==> config.mk <==
export PLATFORM = sky130hd
export DESIGN_NAME = precExcSeq
export DESIGN_NICKNAME = d
export VERILOG_FILES = /design/src/rtl/excSeqPkg.sv /design/src/rtl/excSeqCtrl.sv /design/src/rtl/excSeqData.sv /design/src/rtl/precExcSeq.sv
export SDC_FILE = /design/constraint.sdc
export NUM_CORES = 1
export LEC_CHECK = 0
export ABC_AREA = 1
export BUFFER_PORTS_ARGS = -buffer_cell sky130_fd_sc_hd__buf_2
export CAP_MARGIN = 20
export CORE_ASPECT_RATIO = 1.75
export CORE_UTILIZATION = 46
export CTS_CLUSTER_DIAMETER = 200
export CTS_CLUSTER_SIZE = 30
export DETAILED_ROUTE_END_ITERATION = 8
export GPL_ROUTABILITY_DRIVEN = 0
export PLACE_DENSITY_LB_ADDON = 0.1
export SYNTH_ARGS = -nofsm -noshare
export SYNTH_HDL_FRONTEND = slang
export SYNTH_SLANG_ARGS = --single-unit
==> constraint.sdc <==
create_clock -name clk -period 1.3 [get_ports clk]
set_input_delay 0.065 -clock clk [delete_from_list [all_inputs] [get_ports clk]]
set_output_delay 0.065 -clock clk [all_outputs]
set_load 0.005 [all_outputs]
==> src/rtl/excSeqPkg.sv <==
package excSeqPkg;

  typedef enum logic [2:0] {
    ST_IDLE,
    ST_FLUSH,
    ST_RESTORE,
    ST_SAVE,
    ST_WAITF
  } seqState_t;

  // strobes from control to datapath
  typedef struct packed {
    logic latchFault;  // capture head PC and cause
    logic saveCtx;     // write save registers, drop EE and user bits
    logic rfiLoad;     // reload status from saved copy
    logic selHandler;  // redirect target is handler vector
  } seqStrobe_t;

endpackage

==> src/rtl/excSeqCtrl.sv <==
module excSeqCtrl
  import excSeqPkg::*;
#(
  parameter int FLUSH_CYC   = 1,
  parameter int RESTORE_CYC = 2
) (
  input  logic       clk,
  input  logic       rstN,
  input  logic       headValid,
  input  logic       headDone,
  input  logic       headExc,
  input  logic       fetchReady,
  input  logic       rfi,
  input  logic       excEnabled,
  output seqStrobe_t strb,
  output logic       retire,
  output logic       flush,
  output logic       qRestore,
  output logic       redirectValid,
  output logic       busy,
  output logic       handlerGo
);
  localparam int MAX_CYC = (FLUSH_CYC > RESTORE_CYC) ? FLUSH_CYC : RESTORE_CYC;
  localparam int CNT_W   = $clog2(MAX_CYC + 1);

  seqState_t   st;
  logic [CNT_W-1:0] cnt;
  logic idle, recog, rfiTake;

  assign idle    = (st == ST_IDLE);
  assign recog   = idle && headValid && headDone && headExc && excEnabled;
  assign rfiTake = idle && rfi && !recog;

  always_ff @(posedge clk or negedge rstN) begin
    if (!rstN) begin
      st  <= ST_IDLE;
      cnt <= '0;
    end else begin
      case (st)
        ST_IDLE: if (recog) begin
          st  <= ST_FLUSH;
          cnt <= CNT_W'(FLUSH_CYC - 1);
        end
        ST_FLUSH: if (cnt == '0) begin
          st  <= ST_RESTORE;
          cnt <= CNT_W'(RESTORE_CYC - 1);
        end else begin
          cnt <= cnt - 1'b1;
        end
        ST_RESTORE: if (cnt == '0) st <= ST_SAVE;
                    else cnt <= cnt - 1'b1;
        ST_SAVE:  st <= ST_WAITF;
        ST_WAITF: if (fetchReady) st <= ST_IDLE;
        default:  st <= ST_IDLE;
      endcase
    end
  end

  always_comb begin
    strb.latchFault = recog;
    strb.saveCtx    = (st == ST_SAVE);
    strb.rfiLoad    = rfiTake;
    strb.selHandler = (st == ST_SAVE);
  end

  assign retire        = idle && headValid && headDone && !headExc;
  assign flush         = (st == ST_FLUSH);
  assign qRestore      = (st == ST_RESTORE);
  assign redirectValid = (st == ST_SAVE) || rfiTake;
  assign busy          = !idle;
  assign handlerGo     = (st == ST_WAITF) && fetchReady;
endmodule

==> src/rtl/excSeqData.sv <==
module excSeqData
  import excSeqPkg::*;
#(
  parameter int          XLEN         = 32,
  parameter int          CAUSE_W      = 4,
  parameter int          CAUSE_SHIFT  = 8,
  parameter int          EE_BIT       = 15,
  parameter int          USER_BIT     = 14,
  parameter logic [31:0] VEC_BASE     = 32'hFFF0_0000,
  parameter logic [31:0] RESET_STATUS = 32'h0000_C000
) (
  input  logic               clk,
  input  logic               rstN,
  input  seqStrobe_t         strb,
  input  logic [XLEN-1:0]    headPc,
  input  logic [CAUSE_W-1:0] headCause,
  output logic [XLEN-1:0]    redirectPc,
  output logic [XLEN-1:0]    srr0,
  output logic [XLEN-1:0]    srr1,
  output logic [XLEN-1:0]    statusWord,
  output logic               excEnabled
);
  localparam logic [XLEN-1:0] CLR_MASK = ~((XLEN'(1) << EE_BIT) | (XLEN'(1) << USER_BIT));

  logic [XLEN-1:0]    faultPc;
  logic [CAUSE_W-1:0] faultCause;
  logic [XLEN-1:0]    handlerPc;

  always_ff @(posedge clk or negedge rstN) begin
    if (!rstN) begin
      faultPc    <= '0;
      faultCause <= '0;
      srr0       <= '0;
      srr1       <= '0;
      statusWord <= XLEN'(RESET_STATUS);
    end else begin
      if (strb.latchFault) begin
        faultPc    <= headPc;
        faultCause <= headCause;
      end
      if (strb.saveCtx) begin
        srr0       <= faultPc;
        srr1       <= statusWord;
        statusWord <= statusWord & CLR_MASK;
      end else if (strb.rfiLoad) begin
        statusWord <= srr1;
      end
    end
  end

  assign handlerPc  = XLEN'(VEC_BASE) + (XLEN'(faultCause) << CAUSE_SHIFT);
  assign redirectPc = strb.selHandler ? handlerPc : srr0;
  assign excEnabled = statusWord[EE_BIT];
endmodule

==> src/rtl/precExcSeq.sv <==
module precExcSeq
  import excSeqPkg::*;
#(
  parameter int          XLEN         = 32,
  parameter int          CAUSE_W      = 4,
  parameter int          CAUSE_SHIFT  = 8,
  parameter int          EE_BIT       = 15,
  parameter int          USER_BIT     = 14,
  parameter int          FLUSH_CYC    = 1,
  parameter int          RESTORE_CYC  = 2,
  parameter logic [31:0] VEC_BASE     = 32'hFFF0_0000,
  parameter logic [31:0] RESET_STATUS = 32'h0000_C000
) (
  input  logic               clk,
  input  logic               rstN,
  input  logic               headValid,
  input  logic               headDone,
  input  logic               headExc,
  input  logic [CAUSE_W-1:0] headCause,
  input  logic [XLEN-1:0]    headPc,
  input  logic               fetchReady,
  input  logic               rfi,
  output logic               retire,
  output logic               flush,
  output logic               qRestore,
  output logic               redirectValid,
  output logic [XLEN-1:0]    redirectPc,
  output logic               busy,
  output logic               handlerGo,
  output logic [XLEN-1:0]    srr0,
  output logic [XLEN-1:0]    srr1,
  output logic [XLEN-1:0]    statusWord
);
  seqStrobe_t strb;
  logic       excEnabled;

  excSeqCtrl #(
    .FLUSH_CYC  (FLUSH_CYC),
    .RESTORE_CYC(RESTORE_CYC)
  ) uCtrl (
    .clk          (clk),
    .rstN         (rstN),
    .headValid    (headValid),
    .headDone     (headDone),
    .headExc      (headExc),
    .fetchReady   (fetchReady),
    .rfi          (rfi),
    .excEnabled   (excEnabled),
    .strb         (strb),
    .retire       (retire),
    .flush        (flush),
    .qRestore     (qRestore),
    .redirectValid(redirectValid),
    .busy         (busy),
    .handlerGo    (handlerGo)
  );

  excSeqData #(
    .XLEN        (XLEN),
    .CAUSE_W     (CAUSE_W),
    .CAUSE_SHIFT (CAUSE_SHIFT),
    .EE_BIT      (EE_BIT),
    .USER_BIT    (USER_BIT),
    .VEC_BASE    (VEC_BASE),
    .RESET_STATUS(RESET_STATUS)
  ) uData (
    .clk       (clk),
    .rstN      (rstN),
    .strb      (strb),
    .headPc    (headPc),
    .headCause (headCause),
    .redirectPc(redirectPc),
    .srr0      (srr0),
    .srr1      (srr1),
    .statusWord(statusWord),
    .excEnabled(excEnabled)
  );
endmodule

==> results.yml, run 1 <==
status:
  status: "finished with violations"
  violations: "negative setup slack"
sta:
  finalMaxSlewViolations: 0
  tightest_slew_ns: 0.450
  rsz0062_at_grt: "yes"
  tns_ns: -38.57
  hold_violations: 0
  slew-limit-headroom_pct: 70.0
  worst_clock_skew_ns: 0.00833
  post-route-period-util_pct: 132
  fmax_ghz: 0.584
  setup_viol: 161
  final.setup.worst_slack_ns: -0.412
  period_needed_ns: 1.71
min_path:
  hold_path_end: "uCtrl.st[2]"
  min_path_type: "in -> reg"
  worstHoldStart: "fetchReady"
  hold-path-cell-count: 4
clocking:
  cts_buffer_depth: 2
  cts-root-buf: "clkbuf_16"
  numCtsBuffers: 17
  clock_latency_ns: 0.42
  cts.clk_slew.worst_paths_ns: 0.06
  clkSinkCount: 137
  htree_num_levels: 4
  cts_tree: "done"
detailed_routing:
  drtPass1Iterations: 4
  routed_via_density: 5.05
  num_vias: 5502
  drt-total-wl_um: 19300
  first_iter_violations: 268
  ant_nets: 0
  routedWlPerCell_um: 17.7
  drc: 0
critical_path:
  worst-path-max-fanout: 6
  crit_type: "reg -> out"
  arrival_ns: 1.65
  critPathRequiredTime_ns: 1.24
  r2r_cells: 10
  r2r-start: "uCtrl.st[2]"
  rr_endpoint: "uData.faultPc[23]"
  reg2reg_slack_ns: -0.41
  crit_path_end_kind: "output pin"
  start_kind: "flip-flop"
final_layout:
  mostFrequentLayoutCell: "nand2_1"
  drive_gt1_share_pct: 45.8
  antenna_cells: 0
  nets: 957
  stdcell_area_um2: 9290
  multi_input_area_um2: 2230
  layout_common_cells: "nand2_1, buf_2, dfrtp_1"
  area_growth_pct: 63.1
  register_area_um2: 3430
  fill_cells: 845
die:
  io_pins: 177
  coreArea_um2: 12100
  start_util_pct: 47.2
  dieArea_um2: 12900
  placementRows: 53
  die_w_um: 86.1
  die_y_um: 149
yosys:
  syn_avg_cell_area_um2: 9.04
  yosysUniqueCellTypes: 28
  synth_top_family_by_area: "simple AND/OR/NAND/NOR gates"
  synth_seq_cells: 137
  synth_simple_gate_area_share_pct: 25.2
  synthAdderAreaFrac_pct: 0.439
  ys_warn_count: 0
  synth.net_count: 675
  postSynthCellCount: 630
  synthesis.area_um2: 5700
  synthMuxAreaShare_pct: 0
  synth_xor_area_share_pct: 0
  yosysSeqAreaShare_pct: 60.2
  synth-compound-area-share_pct: 5.97
placement:
  placed_area_um2: 6970
  dpl.hpwl_um: 10100
  dpl_worst_slack_ns: -0.178
  port_buffers: 176
global_route:
  grt-ovfl-total: 0
  first_global_vias: 5508
  antenna_found_initial: 0
  grt_max_degree: 43
  grt_usage_pct: 27.6
  grt_pass1_wl_um: 26800
power_and_ir_drop:
  cellLeakagePower_nw: 5.45
  ir_drop_uv: 1040
  power_density_nw_per_um2: 1070
job:
  cap_violations: 0
[state kept, by name, indices dropped and copies added (netlist names)]
register          count
uData.statusWord     32
uData.srr0           32
uData.faultCause      4
uCtrl.st              3
uData.srr1           32
uData.faultPc        32
uCtrl.cnt             2
[Yosys cell counts, drive strengths merged]
| master | n | area share, % |
|---|---|---|
| dfstp | 2 | 0.92 |
| nand4 | 3 | 0.33 |
| ha | 2 | 0.44 |
| nor4 | 1 | 0.11 |
| nand2 | 282 | 19 |
| o21ai | 40 | 4.2 |
| or2 | 12 | 1.3 |
| nand3 | 37 | 4.3 |
| nor2 | 4 | 0.44 |
| buf | 28 | 3.5 |
| nor3 | 1 | 0.088 |
| clkbuf | 4 | 0.29 |
| o21a | 12 | 1.6 |
| inv | 66 | 4.3 |
| o211ai | 1 | 0.22 |
| dfrtp | 135 | 59 |
[critical path: stages, from the launching register on]
cell	delay (ns)
dfrtp_2	0.44
nand3_4	0.19
inv_8	0.08
buf_12	0.14
or2_4	0.25
buf_6	0.12
[cell type report]
type,instances,share of cell area (%)
Sequential cell,137,36.9
Timing Repair Buffer,295,27.1
Multi-Input combinational cell,395,24.0
Clock buffer,20,4.81
Inverter,66,2.77
Tap cell,165,2.22
Clock inverter,11,2.10
[metal layers]
| metal | wire length, um | up-vias | track usage [%] |
|---|---|---|---|
| met3 | 760 | 46 | 6.70 |
| met2 | 10800 | 212 | 51.5 |
| li1 | - | 2498 | - |
| met5 | 0 | - | 0 |
| met4 | 620 | 0 | 10.1 |
| met1 | 7050 | 2746 | 29.6 |
[how the worst max path moves through the flow]
stage	from	endpoint	cells past startpoint
2_1_floorplan	uCtrl.st[0]	uData.faultPc[10]	8
5_1_grt	uCtrl.st[2]	uData.faultPc[23]	10
3_3_place_gp	uData.statusWord[15]	uCtrl.cnt[1]	5
3_5_place_dp	uData.statusWord[15]	uCtrl.cnt[0]	5
6_report	uCtrl.st[1]	redirectPc[22]	5
4_1_cts	uCtrl.st[0]	redirectPc[1]	5
[logic make-up after synthesis]
group	after synthesis
compound gates	53
fa+ha+maj	2
buf+inv	98
flops	137
simple gates	340
[power breakdown]
part / switching [mW] / total [mW] / internal, mW
registers: 0 / 4.27 / 4.27
logic: 0.215 / 0.396 / 0.181
clock network: 1.87 / 5.32 / 3.45
total: 2.08 / 9.98 / 7.90
[per-stage QoR]
stage | cells | hold slack, ns | total power, mW | utilization [%]
after floorplan | 630 | -0.231 | 4.41 | -
after global placement | 968 | 0.0293 | 4.62 | 57.8
after detailed placement | 968 | 0.0327 | 4.63 | 57.8
after CTS | 1065 | 0.00550 | 9.97 | 70.7
after global routing | 1089 | 0.0229 | 10.2 | 77.0
final | 1089 | 0.00943 | 9.98 | 77.0
[repair_timing]
action	CTS	global route
pin swaps	6	15
hold buffers	37	0
endpoints found under the setup margin	138	160
setup buffers	23	19
gates cloned	7	11
endpoints found under the hold margin	173	0
resized for setup	57	126
No activity file was read; power rests on OpenSTA's default activity.
==> run 2: changes to the inputs <==
ABC_AREA = unset   (was 1)
CORE_UTILIZATION = 51   (was 46)
clock period = 1.61 ns   (was 1.3 ns; I/O delays follow)
==> run 2 against run 1 <==
Sequential cell count is the same. Routed wire length shrank 14%. Critical path type is now reg -> reg. Cell count shrank 18%. Largest cell class unchanged. Largest power group is now combinational logic. The run still ends with negative setup slack left.
==> results.yml, run 2 <==
power_and_ir_drop:
  p_total_mw: 14.4
  seq_power_share_pct: 31.2
  ir_drop_uv: 1380
  clkPwrFrac_pct: 29.4
  p_comb_share_pct: 39.4
  switchingPower_mw: 4.20
  cellLeakagePower_nw: 5.16
  power_density_nw_per_um2: 1600
  internal-power_mw: 10.2
  switching_share_pct: 29.1
status:
  status: "finished with violations"
  violations: "negative setup slack"
detailed_routing:
  first_iter_violations: 211
  drc: 0
  routed_via_density: 5.17
  drtPass1Iterations: 4
  drt-total-wl_um: 16600
  routedWlPerCell_um: 18.6
  num_vias: 4592
  ant_nets: 0
critical_path:
  critPathRequiredTime_ns: 1.89
  critPathMaxStageDelay_ns: 0.41
  crit_path_top_delay_cell: "dfrtp_1"
  start_kind: "flip-flop"
  worst-path-max-fanout: 14
  worst-path-buf-inv: 3
  crit_chain: "buf_6 > or3_4 > nor3_4 > buf_6 > clkbuf_16 > mux2_1"
  crit_type: "reg -> reg"
  r2r_cells: 6
  crit_family: "simple AND/OR/NAND/NOR gates"
  crit_top_cell: "buf_6"
  crit_path_end_kind: "flip-flop"
  arrival_ns: 2.18
  cp.depth: 6
yosys:
  synthMuxAreaShare_pct: 15.5
  synth-compound-area-share_pct: 3.78
  synthFlopType: "dfrtp_1"
  synth.net_count: 513
  synth_common_cells: "nand2_1, dfrtp_1, mux2_2"
  synth_area_leaders: "dfrtp_1, nand2_1, mux2_2"
  ys_warn_count: 0
  synthAdderAreaFrac_pct: 0.626
  synth_most_common_cell: "nand2_1"
  yosys.area.top_type_share_pct: 60.4
  synth_simple_gate_area_share_pct: 15.8
  synth_xor_area_share_pct: 0
  yosysUniqueCellTypes: 37
  syn_avg_cell_area_um2: 12.0
  yosysTopAreaCell: "dfrtp_1"
  async_reset_ff_share_pct: 100
  synthesis.area_um2: 5590
  yosysSeqAreaShare_pct: 61.3
  synth_seq_cells: 137
  synth_edf_count: 0
  postSynthCellCount: 468
  synth_top_family_by_area: "simple AND/OR/NAND/NOR gates"
global_route:
  grt_pass1_wl_um: 23400
  grt_usage_pct: 27.4
  first_global_vias: 4596
  grt-ovfl-total: 0
  antenna_found_initial: 0
  grt_max_degree: 62
die:
  dieArea_um2: 11400
  die_y_um: 141
  coreArea_um2: 10700
  die_w_um: 81.2
  io_pins: 177
  start_util_pct: 52.3
  placementRows: 50
final_layout:
  antenna_cells: 0
  fin_cells: 889
  nets: 793
  mostFrequentLayoutCell: "buf_2"
  area_growth_pct: 61.0
  drive_gt1_share_pct: 53.4
  stdcell_area_um2: 9010
  fill_cells: 571
  layout_common_cells: "buf_2, nand2_1, dfrtp_1"
sta:
  worst_clock_skew_ns: 0.00936
  setup_viol: 111
  fmax_ghz: 0.528
  rsz0062_at_grt: "yes"
  finalMaxSlewViolations: 0
  final.setup.worst_slack_ns: -0.285
  period_needed_ns: 1.90
  tightest_slew_ns: 0.564
  slew-limit-headroom_pct: 62.4
  post-route-period-util_pct: 118
  tns_ns: -20.88
  hold_violations: 0
job:
  cap_violations: 0
clocking:
  cts_tree: "done"
  htree_num_levels: 4
  numCtsBuffers: 17
  cts-root-buf: "clkbuf_16"
  cts_buffer_depth: 2
  clock_latency_ns: 0.41
  clkSinkCount: 137
  cts.clk_slew.worst_paths_ns: 0.06
placement:
  placed_area_um2: 6770
  port_buffers: 176
  dpl.hpwl_um: 8460
  placed_cells: 771
min_path:
  min_path_type: "in -> async"
==> run 2: metrics by stage <==
| stage | hold slack, ns | util [%] | setup WS [ns] |
|---|---|---|---|
| after floorplan | -0.215 | - | -0.203 |
| after global placement | 0.0917 | 63.2 | -0.104 |
| after detailed placement | 0.103 | 63.2 | -0.128 |
| after CTS | 0.176 | 78.4 | -0.264 |
| after global routing | 0.233 | 84.2 | -0.342 |
| final | 0.217 | 84.2 | -0.285 |
==> run 2: power by group through the flow <==
stage | Combinational (mW) | Clock (mW) | Sequential (mW)
6_report | 5.67 | 4.23 | 4.50
5_1_grt | 6.02 | 4.42 | 4.54
4_1_cts | 4.51 | 4.26 | 4.42
3_5_place_dp | 3.27 | 0 | 4.42
3_3_place_gp | 3.21 | 0 | 4.40
2_1_floorplan | 1.77 | 0 | 4.40
==> run 2: timing repair <==
item | CTS | global route
setup endpoints to repair | 101 | 125
gates cloned | 6 | 5
setup buffers | 20 | 20
hold buffers | 38 | 0
gates resized for setup | 78 | 86
endpoints found under the hold margin | 91 | 0
pin swaps | 22 | 10
==> run 2: routing by layer <==
layer / wire, um / global-route usage, % / vias to the layer above / part of all wire [%]
met2: 9040 / 48.5 / 165 / 55
li1: - / - / 2088 / -
met4: 476 / 9.30 / 0 / 2.9
met5: 0 / 0 / - / 0
met3: 693 / 6.12 / 39 / 4.2
met1: 6360 / 31.9 / 2300 / 38
==> run 2: cells by family after synthesis <==
| family | after synthesis |
|---|---|
| simple gates | 201 |
| buf+inv | 30 |
| flops | 137 |
| compound gates | 29 |
| mux | 68 |
| fa+ha+maj | 3 |
==> run 2: cell type report <==
cell class	count	area (um2)	share of cell area [%]
clock inverter	12	200	2.22
inverter	3	11.3	0.125
tap	130	163	1.81
multi-input combinational	301	2360	26.2
clock buffer	18	439	4.88
sequential	137	3430	38.1
timing repair buffer	288	2400	26.7
==> run 2: path summary, 6_finish.rpt <==
kind | slack (ns) | to | start
min in group clk | 0.23 | uData.statusWord[15] | headValid
setup reg to reg | -0.29 | uData.faultPc[16] | uCtrl.st[2]
hold / removal | 0.22 | uData.srr1[16] | rstN
max in group asynchronous | 0.75 | uData.faultPc[26] | rstN
setup / recovery | -0.29 | uData.faultPc[16] | uCtrl.st[2]
hold reg to reg | 0.47 | uData.srr0[25] | uData.faultPc[25]
